<file path="config.mk">
export PLATFORM = sky130hd
export DESIGN_NAME = sync_ser_master
export DESIGN_NICKNAME = d
export VERILOG_FILES = /design/src/rtl/ssm_pkg.sv /design/src/rtl/ssm_half_timer.sv /design/src/rtl/ssm_phase_chk.sv /design/src/rtl/ssm_seq.sv /design/src/rtl/sync_ser_master.sv
export SDC_FILE = /design/constraint.sdc
export NUM_CORES = 1
export LEC_CHECK = 0
export ABC_AREA = 1
export CAP_MARGIN = 0
export CORE_MARGIN = 4
export CORE_UTILIZATION = 45
export DETAILED_ROUTE_END_ITERATION = 8
export DONT_BUFFER_PORTS = 1
export GPL_TIMING_DRIVEN = 0
export PLACE_DENSITY_LB_ADDON = 0.3
export SETUP_SLACK_MARGIN = 0.2
export SYNTH_ARGS = -nofsm -noshare
export SYNTH_HDL_FRONTEND = slang
export SYNTH_SLANG_ARGS = --single-unit
</file>
<file path="constraint.sdc">
create_clock -name clk -period 4.7 [get_ports clk]
set_input_delay 0.235 -clock clk [delete_from_list [all_inputs] [get_ports clk]]
set_output_delay 0.235 -clock clk [all_outputs]
set_load 0.02 [all_outputs]
</file>
<file path="src/rtl/ssm_pkg.sv">
package ssm_pkg;
  // Smallest frame the sequencer will run.
  localparam int SSM_MIN_BITS = 2;

  // Serial clock level during a half-phase. Phase 0: even halves are active.
  function automatic logic ssm_clk_level(input logic pol, input logic ph, input logic odd_half);
    return pol ^ (ph ? odd_half : ~odd_half);
  endfunction
endpackage

</file>
<file path="src/rtl/ssm_half_timer.sv">
module ssm_half_timer #(
  parameter int BAUD_W = 16
) (
  input  logic              clk,
  input  logic              rst,
  input  logic              load,
  input  logic              run,
  input  logic [BAUD_W-1:0] baud,
  output logic              half_end
);
  logic [BAUD_W-1:0] cnt;
  logic [BAUD_W-1:0] reload;

  // A zero baud value would shorten the period below the minimum.
  assign reload   = (baud == '0) ? BAUD_W'(1) : baud;
  assign half_end = run && (cnt == '0);

  always_ff @(posedge clk) begin
    if (rst) begin
      cnt <= '0;
    end else if (load) begin
      cnt <= reload;
    end else if (run) begin
      cnt <= (cnt == '0) ? reload : cnt - 1'b1;
    end
  end
endmodule

</file>
<file path="src/rtl/ssm_phase_chk.sv">
module ssm_phase_chk (
  input  logic clk,
  input  logic rst,
  input  logic latch_evt,
  input  logic rx_line,
  input  logic enable,
  input  logic clr,
  output logic err
);
  logic pend;
  logic s_before;

  always_ff @(posedge clk) begin
    if (rst) begin
      pend     <= 1'b0;
      s_before <= 1'b0;
      err      <= 1'b0;
    end else begin
      pend <= latch_evt & enable;
      if (latch_evt) s_before <= rx_line;
      if (pend && (rx_line != s_before)) err <= 1'b1;
      else if (clr)                       err <= 1'b0;
    end
  end
endmodule

</file>
<file path="src/rtl/ssm_seq.sv">
module ssm_seq
  import ssm_pkg::*;
#(
  parameter int DATA_W = 16,
  parameter int LEN_W  = 4
) (
  input  logic              clk,
  input  logic              rst,
  input  logic              start,
  input  logic              half_end,
  input  logic [DATA_W-1:0] tx_word,
  input  logic [LEN_W-1:0]  len_m1,
  input  logic              lsb_first,
  input  logic              cpol,
  input  logic              cpha,
  input  logic              rx_line,
  output logic              busy,
  output logic              done,
  output logic              sclk,
  output logic              tx_line,
  output logic              sel_n,
  output logic              latch_evt,
  output logic [DATA_W-1:0] rx_data
);
  localparam int HW = LEN_W + 1;

  logic [HW-1:0]     half_idx;
  logic [DATA_W-1:0] tx_q;
  logic [DATA_W-1:0] rx_q;
  logic [LEN_W-1:0]  last_bit, bit_now, bit_nxt;
  logic [LEN_W-1:0]  pos_now, pos_nxt, pos_first;
  logic              is_last;

  assign last_bit  = (len_m1 < LEN_W'(SSM_MIN_BITS - 1)) ? LEN_W'(SSM_MIN_BITS - 1) : len_m1;
  assign bit_now   = half_idx[HW-1:1];
  assign bit_nxt   = bit_now + 1'b1;
  assign pos_now   = lsb_first ? bit_now : last_bit - bit_now;
  assign pos_nxt   = lsb_first ? bit_nxt : last_bit - bit_nxt;
  assign pos_first = lsb_first ? '0 : last_bit;
  assign is_last   = (half_idx == {last_bit, 1'b1});
  assign latch_evt = busy & half_end & ~half_idx[0];

  always_ff @(posedge clk) begin
    if (rst) begin
      busy     <= 1'b0;
      done     <= 1'b0;
      sclk     <= 1'b0;
      tx_line  <= 1'b0;
      sel_n    <= 1'b1;
      half_idx <= '0;
      tx_q     <= '0;
      rx_q     <= '0;
      rx_data  <= '0;
    end else begin
      done <= 1'b0;
      if (!busy) begin
        sclk <= cpol;
        if (start) begin
          busy     <= 1'b1;
          sel_n    <= 1'b0;
          half_idx <= '0;
          tx_q     <= tx_word;
          rx_q     <= '0;
          tx_line  <= tx_word[pos_first];
          sclk     <= ssm_clk_level(cpol, cpha, 1'b0);
        end
      end else if (half_end) begin
        // End of an even half is the latch point in both phase modes.
        if (!half_idx[0]) rx_q[pos_now] <= rx_line;
        if (is_last) begin
          busy    <= 1'b0;
          sel_n   <= 1'b1;
          done    <= 1'b1;
          rx_data <= rx_q;
          sclk    <= cpol;
        end else begin
          half_idx <= half_idx + 1'b1;
          sclk     <= ssm_clk_level(cpol, cpha, ~half_idx[0]);
          if (half_idx[0]) tx_line <= tx_q[pos_nxt];
        end
      end
    end
  end
endmodule

</file>
<file path="src/rtl/sync_ser_master.sv">
module sync_ser_master #(
  parameter int DATA_W = 16,
  parameter int BAUD_W = 16,
  parameter int LEN_W  = $clog2(DATA_W)
) (
  input  logic              clk,
  input  logic              rst,
  input  logic              cfg_we,
  input  logic [BAUD_W-1:0] cfg_baud,
  input  logic              cfg_cpol,
  input  logic              cfg_cpha,
  input  logic              cfg_lsb_first,
  input  logic [LEN_W-1:0]  cfg_len_m1,
  input  logic              cfg_pe_en,
  input  logic              wr_tx,
  input  logic [DATA_W-1:0] tx_din,
  input  logic              err_clr,
  input  logic              rx_line,
  output logic              sclk,
  output logic              tx_line,
  output logic              sel_n,
  output logic              busy,
  output logic              done,
  output logic [DATA_W-1:0] rx_data,
  output logic              pe_err
);
  logic [BAUD_W-1:0] baud_q;
  logic              cpol_q, cpha_q, lsb_q, pe_en_q;
  logic [LEN_W-1:0]  len_q;
  logic              start, cfg_ok, half_end, latch_evt;

  assign start  = wr_tx & ~busy;
  assign cfg_ok = cfg_we & ~busy & ~wr_tx;

  always_ff @(posedge clk) begin
    if (rst) begin
      baud_q  <= '0;
      cpol_q  <= 1'b0;
      cpha_q  <= 1'b0;
      lsb_q   <= 1'b0;
      pe_en_q <= 1'b0;
      len_q   <= '1;
    end else if (cfg_ok) begin
      baud_q  <= cfg_baud;
      cpol_q  <= cfg_cpol;
      cpha_q  <= cfg_cpha;
      lsb_q   <= cfg_lsb_first;
      pe_en_q <= cfg_pe_en;
      len_q   <= cfg_len_m1;
    end
  end

  ssm_half_timer #(.BAUD_W(BAUD_W)) u_timer (
    .clk(clk), .rst(rst), .load(start), .run(busy), .baud(baud_q), .half_end(half_end)
  );

  ssm_seq #(.DATA_W(DATA_W), .LEN_W(LEN_W)) u_seq (
    .clk(clk), .rst(rst), .start(start), .half_end(half_end), .tx_word(tx_din),
    .len_m1(len_q), .lsb_first(lsb_q), .cpol(cpol_q), .cpha(cpha_q), .rx_line(rx_line),
    .busy(busy), .done(done), .sclk(sclk), .tx_line(tx_line), .sel_n(sel_n),
    .latch_evt(latch_evt), .rx_data(rx_data)
  );

  ssm_phase_chk u_pchk (
    .clk(clk), .rst(rst), .latch_evt(latch_evt), .rx_line(rx_line),
    .enable(pe_en_q), .clr(err_clr), .err(pe_err)
  );
endmodule

</file>
## Word level (Yosys, flattened, before mapping)

Cells that the tools add are included.

- Input bits: 46
- Register bits: 101
- Output and inout port bits: 22
- Word-level logic and storage cells: 107

- Equal/unequal tests: 7
- Bitwise gates (word level): 12
- Reductions and logical operators: 14
- Order comparisons: 5
- Muxes and demuxes: 45
- Add/subtract/negate cells: 5

Operators with widths:

| cell | number |
|---|---|
| 16-bit two-way mux | 8 |
| 16-bit zero test | 2 |
| 1-bit two-way mux | 25 |
| 5-bit two-way mux | 4 |
| 16-bit bitwise mux | 1 |
| 4-bit two-way mux | 4 |
| 16-bit by 1-bit subtractor with 16-bit output (second input constant) | 1 |
| 4-bit by 5-bit < comparator with 1-bit output (second input constant) | 3 |
| 3-bit AND reduction | 4 |
| 1-bit binary-select mux with 4-bit select | 2 |
| 2-bit inequality test (second input constant) | 4 |
| 4-bit subtractor | 2 |
| 1-bit AND | 6 |
| 5-bit by 1-bit adder with 5-bit output (second input constant) | 1 |
| 5-bit equality test | 1 |
| 4-bit by 1-bit adder with 4-bit output (second input constant) | 1 |
| 1-bit demux with 4-bit select | 1 |
| 4-bit by 1-bit >= comparator with 1-bit output (second input constant) | 1 |
| 4-bit by 1-bit < comparator with 1-bit output (second input constant) | 1 |
| 1-bit NOT | 4 |
| 4-bit AND reduction | 1 |
| 2-bit nonzero test | 2 |
| 1-bit logical AND | 3 |
| 3-bit OR reduction | 1 |
| other kinds (4) | 5 |

## Logic depth before layout (Yosys ltp)

- Depth after elaboration: 12
- Depth in mapped cells: 20
- Depth with buffers taken out: 19

## Cells and area by module

From an unflattened synthesis, not the netlist that was laid out.

- Cells, all modules: 896
- Area, all modules: 5,953.2 µm²

Modules (own cells, without submodules):

| module | instances | area each (µm²) | sequential area each (µm²) | cells each |
|---|---|---|---|---|
| ssm_seq | 1 | 3,437.0 | 1,161.1 | 505 |
| ssm_half_timer | 1 | 1,316.3 | 320.3 | 224 |
| sync_ser_master | 1 | 1,077.3 | 480.5 | 152 |
| ssm_phase_chk | 1 | 122.6 | 60.1 | 15 |

## Worst setup path after synthesis

OpenSTA, ideal clock, no wires.

- Path kind: register to register
- From: register len_q[1]
- To: register u_seq.tx_line
- Path slack: 2.087 ns
- Period minus slack after synthesis: 2.613 ns
- Cell stages (with the launch flop): 20
- Arrival time: 2.496 ns
- Cell sequence: dfxtp_1 buf_2 inv_2 nand3_1 nand2_1 inv_1 ha_1 fa_1 o21ai_0 inv_1 nand3_1 nand2_1 nand2_1 nand2_1 inv_1 nand2_1 nand3_1 nand2_1 nor2_1 nor2_1

- Word-level cells in the longest chain between the ends: 10
- Elaborated cells on any way between the ends: 17

RTL lines:

| element | line | text |
|---|---|---|
| start: declaration | sync_ser_master.sv:29 | `logic [LEN_W-1:0] len_q;` |
| start signal: assignment | sync_ser_master.sv:49 | `len_q <= cfg_len_m1;` |
| 4-bit by 1-bit < comparator with 1-bit output | ssm_seq.sv:34 | `assign last_bit = (len_m1 < LEN_W'(SSM_MIN_BITS - 1)) ? LEN_W'(SSM_MIN_BITS - 1) : len_m1;` |
| 4-bit two-way mux (*) | ssm_seq.sv:34 |  |
| 4-bit subtractor | ssm_seq.sv:38 | `assign pos_nxt = lsb_first ? bit_nxt : last_bit - bit_nxt;` |
| 4-bit two-way mux | ssm_seq.sv:38 |  |
| 1-bit binary-select mux with 4-bit select | ssm_seq.sv:79 | `if (half_idx[0]) tx_line <= tx_q[pos_nxt];` |
| 1-bit two-way mux (not written as such) | ssm_seq.sv:79 |  |
| 1-bit two-way mux | ssm_seq.sv:79 |  |
| 1-bit two-way mux | ssm_seq.sv:70 | `if (is_last) begin` |
| 1-bit two-way mux | ssm_seq.sv:67 | `end else if (half_end) begin` |
| 1-bit two-way mux | ssm_seq.sv:56 | `if (!busy) begin` |
| end signal: assignment | ssm_seq.sv:64 | `tx_line <= tx_word[pos_first];` |
| end signal: assignment | ssm_seq.sv:79 |  |
| end: declaration | ssm_seq.sv:20 | `output logic tx_line,` |

Mark *: on every way between the ends. The rest lies on a longest branch, timed or not. The select of a mux whose other input is x is not followed.
A chain may end at the register's enable or synchronous reset.

## Worst setup path after layout

Same ends and word-level chain as after synthesis.

==> flow_summary.ini <==
[pwr]
combPwrFrac = 0.217
seqPwrFrac = 0.431
switching_share = 0.325
p_clk_frac = 0.352
p_switching_mw = 0.715
p_per_area_nw_per_um2 = 378
p_leak_nw = 2.48
p_int_mw = 1.48
ir_drop_mv = 0.346

[synth]
synth_seq_cells = 101
synth_cell_types = 39
async_flop_share = 0
synthesis.nets = 818
yosys.area.top_type_share = 0.382
syn_area_sq_um = 5300
synthFlopType = dfxtp_1
synth_top_cells_by_area = dfxtp_1 (38%), nand2_1 (12%), a21oi_1 (6.9%)
yosysWarnings = 0
ys_seq_area_frac = 0.382
netlist_instances = 762
syn_avg_cell_area_sq_um = 6.95
synth-edff-count = 0
synth_top_area_cell = dfxtp_1

[place]
port_buffers = 0
globalplace.congestion = 0.903
hpwlAfterDp_mm = 10.6
place_ws_ns = 1.61

[cts]
cts_sinks = 101
clockRootBuffer = clkbuf_16
clock_latency_ns = 0.36
cts_resized = 0
cts_buffers = 9
clk_pin_slew_worst_paths_ns = 0.07
htreeDepth = 3
cts_tree = done
cts_buffer_depth = 2

[route]
avgViaCountPerCell = 5.37
antenna_left = 0
firstDrtPassIters = 5
drc = 0
wl_per_cell_microns = 14.9
routed_wl_mm = 13.7
dr.first_iter.drc_count = 299
num_vias = 4957

[worst_setup_path]
critPathMaxStageDelay_ns = 0.45
critPathSlowestCell = o21ai_0
cp_cell_sequence = buf_2 -> inv_2 -> nand3_1 -> nand2_1 -> inv_1 -> ha_1 -> fa_1 -> o21ai_0 -> inv_1 -> nand3_1 -> nand2_1 -> nand2_1 -> nand2_1 -> inv_1 -> nand2_1 -> nand3_1 -> nand2_1 -> nor2_1 -> nor2_1
crit_path_end_kind = flop
crit_buf_inv = 5
crit_top_cell = nand2_1
critPathKind = reg2reg
path_max_fanout = 10
cp-start-kind = flop
critical_path_required_ns = 4.96
crit_arrival_ns = 3.42
path_delay_family = simple AND/OR/NAND/NOR gates

[sta]
finalCritPeriodShare = 0.673
hold_viol = 0
fin_skew_ns = 0.0108
setup_viol = 0
tns_ns = 0
slew_headroom = 0.602
drv_slew = 0
rsz0062_at_grt = false
post-route-min-period_ns = 3.16
tightest_slew_ns = 0.596
setup_ws_ns = 1.54
clock.fmax_ghz = 0.316

[grt]
grt_pass1_wl_mm = 22.7
antenna_found_initial = 0
gr-total-overflow = 0
grt_max_degree = 19
track_usage = 0.212
grt_pass1_vias = 4916

[finish]
n_fill_cell = 1133
area_delta_synth_final_pct = 9.57
drive_gt1_frac = 0.0679
antenna_cells = 0
final_util = 0.506
fin_nets = 831

[floorplan]
rows = 39
coreArea_sq_um = 11500
fp.dieArea_sq_um = 13600
start_util = 0.462
die_w_microns = 117
die_h_microns = 117
ios = 68

[flow_run]
drv_cap = 0

[status]
status = complete, no violations

[worst_hold_path]
hp-class = in2reg
## state kept, by name (all words and copies together), names as in the netlist, 4 cells and up
signal / cells
baud_q: 16
u_seq.rx_data: 16
u_seq.rx_q: 16
u_seq.tx_q: 16
u_timer.cnt: 16
u_seq.half_idx: 5
len_q: 4
## synth_stat cells (9+ instances only)
master,count
clkbuf_1,21
inv_1,91
nand2_1,175
or2_0,16
ha_1,9
nor2_1,49
a22o_1,16
dfxtp_1,101
nand3_1,47
xor2_1,10
o211ai_1,9
a21oi_1,73
nand4_1,24
o21ai_0,57
## power groups by stage
stage	registers, mW	logic (mW)	clock network, mW
3_3_place_gp	0.964	0.457	0
3_5_place_dp	0.966	0.466	0
5_1_grt	0.953	0.543	0.821
2_1_floorplan	0.953	0.370	0
4_1_cts	0.946	0.471	0.789
6_report	0.947	0.476	0.773
## cells by family after synthesis
kind of cell             Yosys count  synth area share
AO/OA/AOI/OAI                    167             0.177
XOR/XNOR                          16            0.0279
adder cells (fa/ha/maj)           10            0.0250
buffers and inverters            133             0.101
flip-flops                       101             0.382
AND/OR/NAND/NOR                  335             0.288
## path summary, 6_finish.rpt
| path | to | startpoint | cells after the start | slack, ns |
|---|---|---|---|---|
| setup / recovery | u_seq.tx_line$_SDFFE_PP0P_ | len_q[1]$_SDFFE_PP1P_ | 19 | 1.54 |
| hold / removal | len_q[2]$_SDFFE_PP1P_ | cfg_len_m1[2] | 2 | 0.01 |
| setup reg to reg | u_seq.tx_line$_SDFFE_PP0P_ | len_q[1]$_SDFFE_PP1P_ | 19 | 1.54 |
| hold reg to reg | u_seq.tx_q[2]$_SDFFE_PP0P_ | u_seq.tx_q[2]$_SDFFE_PP0P_ | 2 | 0.46 |
## layout by cell type (no fill, tap or decap), types with 6 or more instances in the layout
cell / Yosys / layout
nand2_1: 175 / 175
dfxtp_1: 101 / 101
inv_1: 91 / 91
a21oi_1: 73 / 73
o21ai_0: 57 / 57
nor2_1: 49 / 49
nand3_1: 47 / 47
nand4_1: 24 / 24
clkbuf_1: 21 / 21
a22o_1: 16 / 16
or2_0: 16 / 16
xor2_1: 10 / 10
o211ai_1: 9 / 9
ha_1: 9 / 9
clkbuf_16: 0 / 9
inv_2: 8 / 8
nor2_2: 7 / 7
nand3b_1: 6 / 6
## stage by stage
stage               power [mW]  hold WS (ns)  std cells  area (sq um)
global route              2.32       0.00219        923          5800
finish                    2.20        0.0104        923          5800
detailed placement        1.43         0.374        905          5480
CTS                       2.21       0.00342        923          5800
global placement          1.42         0.374        905          5480
floorplan                 1.32         0.365        762          5300
## routing by layer
metal  track usage  vias to the layer above  wire [microns]
li1              -                     2521               -
met1         0.258                     2259            6220
met2         0.346                      154            6110
met3        0.0720                       23            1080
met4        0.0835                        0             300
met5             0                        -               0
## cell type report
class	instances	area (sq um)	share of cell area
Multi-Input combinational cell	528	2740	0.472
Buffer	32	154	0.0265
Inverter	101	380	0.0655
Clock buffer	9	225	0.0388
Clock inverter	7	82.6	0.0142
Sequential cell	101	2020	0.348
Timing Repair Buffer	2	20.0	0.00345
Tap cell	143	179	0.0308
## repair_timing
item	CTS	global route
buffers inserted	0	0
hold buffers	2	0
endpoints found under the hold margin	2	0
(Power assumes the default switching activity.)
